===== src/rtl/divr_pkg.sv =====
package divr_pkg;
  typedef enum logic {
    DV_IDLE = 1'b0,
    DV_RUN  = 1'b1
  } dv_state_t;
endpackage


===== src/rtl/divr_step.sv =====
// One restoring step: trial subtract, then add the divisor back if the result went negative.
module divr_step #(
  parameter int W = 32
) (
  input  logic [2*W-1:0] rem_i,
  input  logic [2*W-1:0] dvs_i,
  output logic [2*W-1:0] rem_o,
  output logic           qbit_o
);
  localparam int RW = 2 * W;

  logic [RW:0]   trial;
  logic [RW-1:0] restored;
  logic          negative;

  always_comb begin
    trial    = {1'b0, rem_i} - {1'b0, dvs_i};
    negative = trial[RW];
    restored = trial[RW-1:0] + dvs_i;
    rem_o    = negative ? restored : trial[RW-1:0];
    qbit_o   = ~negative;
  end
endmodule


===== src/rtl/divr_iter_cnt.sv =====
// Step counter: cleared when an operation is accepted, advanced once per step.
module divr_iter_cnt #(
  parameter int LAST = 32
) (
  input  logic clk,
  input  logic rst,
  input  logic load_i,
  input  logic adv_i,
  output logic last_o
);
  localparam int CW = $clog2(LAST + 1) + 1;

  logic [CW-1:0] cnt_q;

  always_ff @(posedge clk) begin
    if (rst) begin
      cnt_q <= '0;
    end else if (load_i) begin
      cnt_q <= '0;
    end else if (adv_i) begin
      cnt_q <= cnt_q + 1'b1;
    end
  end

  assign last_o = (cnt_q == CW'(LAST));

  AST_CNT_RANGE: assert property (@(posedge clk) disable iff (rst)
    adv_i |-> (cnt_q <= CW'(LAST)));
endmodule


===== src/rtl/seq_restoring_div.sv =====
module seq_restoring_div #(
  parameter int W = 32
) (
  input  logic           clk,
  input  logic           rst,
  input  logic           start_i,
  input  logic [2*W-1:0] dividend_i,
  input  logic [W-1:0]   divisor_i,
  output logic           busy_o,
  output logic           done_o,
  output logic [W-1:0]   quotient_o,
  output logic [W-1:0]   remainder_o,
  output logic           div_zero_o,
  output logic           overflow_o
);
  import divr_pkg::*;

  localparam int RW    = 2 * W;
  localparam int STEPS = W + 1;

  dv_state_t      st_q;
  logic [RW-1:0]  rem_q;
  logic [RW-1:0]  dvs_q;
  logic [W-1:0]   quo_q;
  logic [RW-1:0]  step_rem;
  logic           step_qbit;
  logic           accept;
  logic           running;
  logic           last_step;
  logic           zero_dvs;
  logic           too_big;
  logic [W-1:0]   quo_next;

  assign accept   = start_i && (st_q == DV_IDLE);
  assign running  = (st_q == DV_RUN);
  assign zero_dvs = (divisor_i == '0);
  assign too_big  = (dividend_i[RW-1:W] >= divisor_i);
  assign quo_next = {quo_q[W-2:0], step_qbit};

  divr_step #(.W(W)) u_step (
    .rem_i  (rem_q),
    .dvs_i  (dvs_q),
    .rem_o  (step_rem),
    .qbit_o (step_qbit)
  );

  divr_iter_cnt #(.LAST(STEPS - 1)) u_cnt (
    .clk    (clk),
    .rst    (rst),
    .load_i (accept),
    .adv_i  (running),
    .last_o (last_step)
  );

  always_ff @(posedge clk) begin
    if (rst) begin
      st_q        <= DV_IDLE;
      rem_q       <= '0;
      dvs_q       <= '0;
      quo_q       <= '0;
      done_o      <= 1'b0;
      quotient_o  <= '0;
      remainder_o <= '0;
      div_zero_o  <= 1'b0;
      overflow_o  <= 1'b0;
    end else begin
      done_o <= 1'b0;
      case (st_q)
        DV_IDLE: begin
          if (start_i) begin
            if (zero_dvs) begin
              done_o      <= 1'b1;
              div_zero_o  <= 1'b1;
              overflow_o  <= 1'b0;
              quotient_o  <= '0;
              remainder_o <= '0;
            end else if (too_big) begin
              done_o      <= 1'b1;
              div_zero_o  <= 1'b0;
              overflow_o  <= 1'b1;
              quotient_o  <= '0;
              remainder_o <= '0;
            end else begin
              rem_q <= dividend_i;
              dvs_q <= {divisor_i, {W{1'b0}}};
              quo_q <= '0;
              st_q  <= DV_RUN;
            end
          end
        end
        default: begin
          rem_q <= step_rem;
          dvs_q <= dvs_q >> 1;
          quo_q <= quo_next;
          if (last_step) begin
            st_q        <= DV_IDLE;
            done_o      <= 1'b1;
            quotient_o  <= quo_next;
            remainder_o <= step_rem[W-1:0];
            div_zero_o  <= 1'b0;
            overflow_o  <= 1'b0;
          end
        end
      endcase
    end
  end

  assign busy_o = running;

  AST_DONE_PULSE: assert property (@(posedge clk) disable iff (rst)
    done_o |=> !done_o);
  AST_BUSY_DONE_EXCL: assert property (@(posedge clk) disable iff (rst)
    !(busy_o && done_o));
  AST_ZERO_FAST: assert property (@(posedge clk) disable iff (rst)
    (start_i && !busy_o && divisor_i == '0) |=> (done_o && div_zero_o && !overflow_o));
  AST_NO_OVERFLOW: assert property (@(posedge clk) disable iff (rst)
    (start_i && !busy_o && divisor_i != '0 && dividend_i[RW-1:W] >= divisor_i)
      |=> (done_o && overflow_o && !div_zero_o));
  AST_BUSY_HOLD: assert property (@(posedge clk) disable iff (rst)
    (busy_o && !last_step) |=> busy_o);
  AST_FIRST_QBIT_ZERO: assert property (@(posedge clk) disable iff (rst)
    (busy_o && last_step) |-> !quo_q[W-1]);
  AST_OUT_STABLE: assert property (@(posedge clk) disable iff (rst)
    !done_o |-> $stable(quotient_o) && $stable(remainder_o));
endmodule


===== config.mk =====
export PLATFORM = sky130hd
export DESIGN_NAME = seq_restoring_div
export DESIGN_NICKNAME = d
export VERILOG_FILES = /design/src/rtl/divr_pkg.sv /design/src/rtl/divr_step.sv /design/src/rtl/divr_iter_cnt.sv /design/src/rtl/seq_restoring_div.sv
export SDC_FILE = /design/constraint.sdc
export NUM_CORES = 1
export LEC_CHECK = 0
export BUFFER_PORTS_ARGS = -buffer_cell sky130_fd_sc_hd__buf_2
export CORE_MARGIN = 2
export CORE_UTILIZATION = 61
export CTS_CLUSTER_DIAMETER = 60
export DETAILED_ROUTE_END_ITERATION = 6
export GPL_TIMING_DRIVEN = 0
export PLACE_DENSITY = 0.81
export SETUP_SLACK_MARGIN = 0.4
export SKIP_CTS_REPAIR_TIMING = 1
export SYNTH_ARGS = -nofsm -noshare
export SYNTH_HDL_FRONTEND = slang
export SYNTH_SLANG_ARGS = --single-unit

===== constraint.sdc =====
create_clock -name clk -period 7.1 [get_ports clk]
set_clock_uncertainty 0.05 [all_clocks]
set_input_delay 0.355 -clock clk [delete_from_list [all_inputs] [get_ports clk]]
set_output_delay 0.355 -clock clk [all_outputs]
set_load 0.01 [all_outputs]

# Yosys cells after proc, flatten, opt, wreduce, memory -nomap -nowiden
# Index checks and enable logic that the tools add are counted.
[classes]
n_addsub = 3
magnitude_cmp = 1
eq_ne = 4
mux = 39
n_bitwise = 4
reduce_logical = 9
[ops]
columns = ["cell", "n"]
rows = [
  ["two-way mux 64 bit", 5],
  ["two-way mux 63 bit", 4],
  ["two-way mux 32 bit", 7],
  ["two-way mux 31 bit", 4],
  ["subtractor 64 x 64 -> 65 bit", 1],
  ["adder 64 bit", 1],
  ["greater-or-equal comparator 32 bit", 1],
  ["logical NOT 32 bit", 1],
  ["two-way mux 1 bit", 19],
  ["AND reduction 3 bit", 3],
  ["adder 7 x 1 -> 7 bit (second input constant)", 1],
  ["== test 7 x 6 -> 1 bit (second input constant)", 1],
  ["!= test 2 bit (second input constant)", 2],
  ["NOT 1 bit", 4],
  ["OR reduction 2 bit", 2],
  ["nonzero test 3 bit", 1],
  ["!= test 2 x 1 -> 1 bit (second input constant)", 1],
  ["nonzero test 2 bit", 1],
  ["logical AND 1 bit", 1],
]
[totals]
ff_bits = 234
word_cells = 71

# Logic depth before layout (Yosys ltp)
[logic_depth]
ltp_word = 5
mapped_depth = 25
ltp_nobuf = 24

# Modules after synthesis
# From an unflattened synthesis, not the netlist that was laid out.
[unflattened]
hier_cells = 2655
hier_area_um2 = 19214.7
[by_module_without_submodules]
columns = ["mod", "instances", "cells_per_inst", "area_per_inst_um2"]
rows = [
  ["seq_restoring_div", 1, 1333, 10550.1],
  ["divr_step", 1, 1286, 8345.5],
  ["divr_iter_cnt", 1, 36, 319.1],
]

# Worst setup path before layout
# OpenSTA, ideal clock, no wires.
[synth_path]
kind = "register -> register"
from = "register rem_q[0]"
to = "register rem_q[63]"
setup_ps = 74
arrival_time_ps = 5507
slack_ps = 1469
path_stages_with_launch = 25
n_path_buf = 1
path_cell_list = "dfxtp_1 inv_1 ha_1 fa_1 nand2b_1 a21oi_1 o21ai_0 a31oi_1 o21ai_1 o31a_1 o311ai_0 a21oi_1 mux2i_1 and3_1 ha_1 clkbuf_1 nand4_1 or3_1 or4b_1 o32ai_1 o31ai_1 xnor2_1 nor3b_1 or3_1 a31oi_1"
[synth_via]
elab_chain_cells = 4
[synth_rtl]
columns = ["item", "line_no", "rtl"]
rows = [
  ["from (decl)", "seq_restoring_div.sv:22", "logic [RW-1:0] rem_q;"],
  ["from (signal assigned)", "seq_restoring_div.sv:84", "rem_q <= dividend_i;"],
  ["from (signal assigned)", "seq_restoring_div.sv:92", "rem_q <= step_rem;"],
  ["subtractor 64 x 64 -> 65 bit (*)", "divr_step.sv:17", "trial = {1'b0, rem_i} - {1'b0, dvs_i};"],
  ["adder 64 bit", "divr_step.sv:19", "restored = trial[RW-1:0] + dvs_i;"],
  ["two-way mux 64 bit (*)", "divr_step.sv:20", "rem_o = negative ? restored : trial[RW-1:0];"],
  ["two-way mux 64 bit (*)", "seq_restoring_div.sv:68", "case (st_q)"],
]
# Mark *: on every way between the ends. The rest lies on a longest branch, timed or not.
# A chain may end at the register's enable or synchronous reset.

# Worst setup path in the final report
[layout_path]
from = "register dvs_q[45]"
to = "register rem_q[63]"
[layout_via]
elab_chain_cells = 4
[layout_rtl]
columns = ["item", "line_no", "rtl"]
rows = [
  ["from (decl)", "seq_restoring_div.sv:23", "logic [RW-1:0] dvs_q;"],
  ["from (signal assigned)", "seq_restoring_div.sv:85", "dvs_q <= {divisor_i, {W{1'b0}}};"],
  ["from (signal assigned)", "seq_restoring_div.sv:93", "dvs_q <= dvs_q >> 1;"],
  ["subtractor 64 x 64 -> 65 bit", "divr_step.sv:17", ""],
  ["adder 64 bit", "divr_step.sv:19", ""],
  ["two-way mux 64 bit (*)", "divr_step.sv:20", ""],
  ["two-way mux 64 bit (*)", "seq_restoring_div.sv:68", ""],
]
# Marked as above.

==> reports/metrics.cfg <==
[floorplanning]
top_level_ports=167
fp.dieH_um=173.7
die_outline_area_mm2=0.03018
row_count=62
coreArea_mm2=0.02855
initial_utilization_pct=61.56
die_w_um=173.7

[detailed_routing]
firstDrtPassIters=7
drc=48
route.detailed.wl_per_inst_um=23.71
drt_iter0_drc=2761
route.vias.total=19390
drt-total-wl_um=68550
post_route_antenna_net_violation_count=0
vias_per_cell=6.707

[place]
io_buffer_count=165
place.detailed.hpwl_um=52680
gp_congestion=1.065
placedCellCount=2845

[setup_path]
critPathMaxFanout=10
critPathRequiredTime_ns=7.53
cp-start-kind=register
critPathCaptureType=register
arrival_ns=7.11
critical_path_class=reg -> reg

[clock_network]
cts_max_level=1
cts_tree=yes
cts.path.max_buffers=3
clock_insertion_delay_worst_skew_ns=0.56
cts_made_buffers=26
cts_num_sinks=234
clock-root-buffer=sky130_fd_sc_hd__clkbuf_16
clkSlewWorstSetupHoldPaths_ns=0.06

[global_route]
number_of_antenna_violations_at_the_first_check_in_global_routing=0
grt_max_degree=15
global_route.overflow_total=0
grt.total_usage_pct=43.59
grt_first_pass_wirelength_um=102600
grt_pass1_vias=18170

[logic_synthesis]
edff_count_synth=0
synth.avg_cell_area_um2=7.654
synth_cell_types=70
yosysWarningCount=0
seq_area_frac_synth_pct=26.66
postSynthCellCount=2296
async_reset_ff_share_pct=0
synth-main-ff-cell=sky130_fd_sc_hd__dfxtp_1
synth_area_leader_cell=sky130_fd_sc_hd__dfxtp_1
syn-num-nets=2557
cell_area_after_technology_mapping_mm2=0.01757
register_bit_total_from_synthesis=234
yosys-top-cells-area=sky130_fd_sc_hd__dfxtp_1 27%, sky130_fd_sc_hd__ha_1 11%, sky130_fd_sc_hd__a21oi_1 7.9%
synth_top_cell_area_share_pct=26.66

[flow_run]
max_cap_viol_count=0

[timing]
finalSetupViolCount=0
timing.final.crit_period_ns=6.679
final_max_slew_viol_count=0
clock.fmax_ghz=0.1497
hold_violations=0
worstMarginPinSlew_ns=1.418
slew_headroom_pct=4.496
finalCritPeriodShare_pct=94.07
setup_repair_after_global_routing_missed_its_margin=no

[hold_path]
hold_class=in -> reg

[power]
power_per_cell_area_mw_per_mm2=536.8
post-layout-total-power_uw=10680
vdd_drop_max_mv=0.2636
p_leak_uw=0.008483

[status]
status=complete, but fails checks
failing_checks=DRC

[finish]
antenna-diode-count=0
layout-drive-gt1-share_pct=10.93
layout_commonest_cell=sky130_fd_sc_hd__a21oi_1
highest_count_cells_in_the_layout_ignoring_fill_and_taps=277 x sky130_fd_sc_hd__a21oi_1, 234 x sky130_fd_sc_hd__dfxtp_1, 211 x sky130_fd_sc_hd__nor2_1
final_core_util_pct=69.71
stdcell_count=2891
finish.net_count=2750
synthToLayoutAreaGrowth_pct=13.24

==> registers in the layout, indices dropped and copies added (netlist names) <==
name and cells:
done_o 1, div_zero_o 1, u_cnt.cnt_q 7, quo_q 31, dvs_q 64, overflow_o 1
remainder_o 32, quotient_o 32, busy_o 1, rem_q 64
==> Yosys cell counts (all sizes together), types with 7 or more instances <==
| master | number |
|---|---|
| nand2b | 18 |
| clkbuf | 129 |
| o21a | 14 |
| xor2 | 49 |
| mux2i | 29 |
| nor2b | 8 |
| and3 | 7 |
| a21o | 64 |
| nand2 | 204 |
| nand4 | 52 |
| xnor2 | 77 |
| nand3 | 93 |
| a222oi | 56 |
| nor4 | 10 |
| a211oi | 42 |
| ha | 160 |
| a21boi | 8 |
| nor2 | 212 |
| o211ai | 15 |
| inv | 144 |
| o21bai | 34 |
| a21oi | 279 |
| a31oi | 21 |
| a22oi | 51 |
| dfxtp | 234 |
| and2 | 7 |
| nor3 | 20 |
| o21ai | 106 |
| mux2 | 40 |
| buf | 16 |
| or3 | 11 |
| o31ai | 15 |
==> worst max-delay path, stage by stage, from the launching register on <==
cell	delay [ns]
sky130_fd_sc_hd__dfxtp_1	0.39
sky130_fd_sc_hd__inv_1	0.06
sky130_fd_sc_hd__ha_1	0.27
sky130_fd_sc_hd__clkbuf_1	0.47
sky130_fd_sc_hd__nand4_1	0.43
sky130_fd_sc_hd__o21ai_0	1.22
sky130_fd_sc_hd__a21oi_1	0.34
sky130_fd_sc_hd__mux2i_1	0.21
sky130_fd_sc_hd__and3_1	0.19
sky130_fd_sc_hd__ha_1	0.26
sky130_fd_sc_hd__clkbuf_2	0.18
sky130_fd_sc_hd__nand4_1	0.17
sky130_fd_sc_hd__or3_1	0.47
sky130_fd_sc_hd__or4b_1	0.53
sky130_fd_sc_hd__o32ai_2	0.24
sky130_fd_sc_hd__o31ai_1	0.15
sky130_fd_sc_hd__xnor2_1	0.24
sky130_fd_sc_hd__a21boi_0	0.15
sky130_fd_sc_hd__or3_1	0.39
sky130_fd_sc_hd__a31oi_1	0.19
==> cells by family (layout without fill, tap and decap cells) <==
| kind of cell | Yosys count | after routing | share of synthesized area (%) |
|---|---|---|---|
| xor gates and xnor gates | 126 | 126 | 6.280 |
| buffers and inverters | 289 | 500 | 6.308 |
| and+or+nand+nor | 658 | 658 | 16.87 |
| AOI/OAI and AO/OA | 758 | 758 | 28.05 |
| muxes | 69 | 69 | 4.215 |
| DFF | 234 | 234 | 26.66 |
| adders and majority gates | 162 | 162 | 11.62 |
==> report_power, final <==
group | total (µW) | internal (µW) | switching, µW
combinational | 7620 | 2680 | 4940
clock | 1470 | 856 | 613
sequential | 1590 | 1460 | 135
total | 10700 | 5000 | 5680
==> worst paths after layout <==
check / endpoint / cells after the start / slack [ns] / startpoint
max: rem_q[63]$_SDFFE_PP0P_ / 19 / 0.42 / dvs_q[45]$_SDFFE_PP0P_
min: rem_q[3]$_SDFFE_PP0P_ / 3 / 0.01 / dividend_i[3]
max reg2reg: rem_q[63]$_SDFFE_PP0P_ / 19 / 0.42 / dvs_q[45]$_SDFFE_PP0P_
min reg2reg: quotient_o[5]$_SDFFE_PP0P_ / 2 / 0.40 / quotient_o[5]$_SDFFE_PP0P_
==> layout make-up <==
cell class                      count  area, µm²
Sequential cell                   234       4684
Fill cell                        2484       8647
Clock buffer                       32      703.2
Inverter                          144      540.5
Timing Repair Buffer              165      825.8
Tap cell                          384      480.5
Multi-Input combinational cell   1773      11890
Clock inverter                     14      210.2
Buffer                            145      570.5
==> through the flow <==
stage                     area (µm²)  TNS [ns]  setup WS, ns  hold WS, ns
after floorplan                17570         0         1.469       0.3976
after global placement         18880   -0.2594       -0.2511       0.3930
after detailed placement       18880   -0.4226       -0.3644       0.3952
after CTS                      19790   -0.5573       -0.4697      0.01419
after global routing           19900         0        0.3542      0.05744
final                          19900         0        0.4214      0.01044
==> metal layers <==
metal	part of all wire, %	vias to the layer above	global-route usage [%]
li1	-	8735	-
met3	12	320	10.39
met2	43	1360	68.79
met4	8.3	0	30.81
met5	0	-	0
met1	36	8974	52.24
Power figures use the tool's default switching activity.
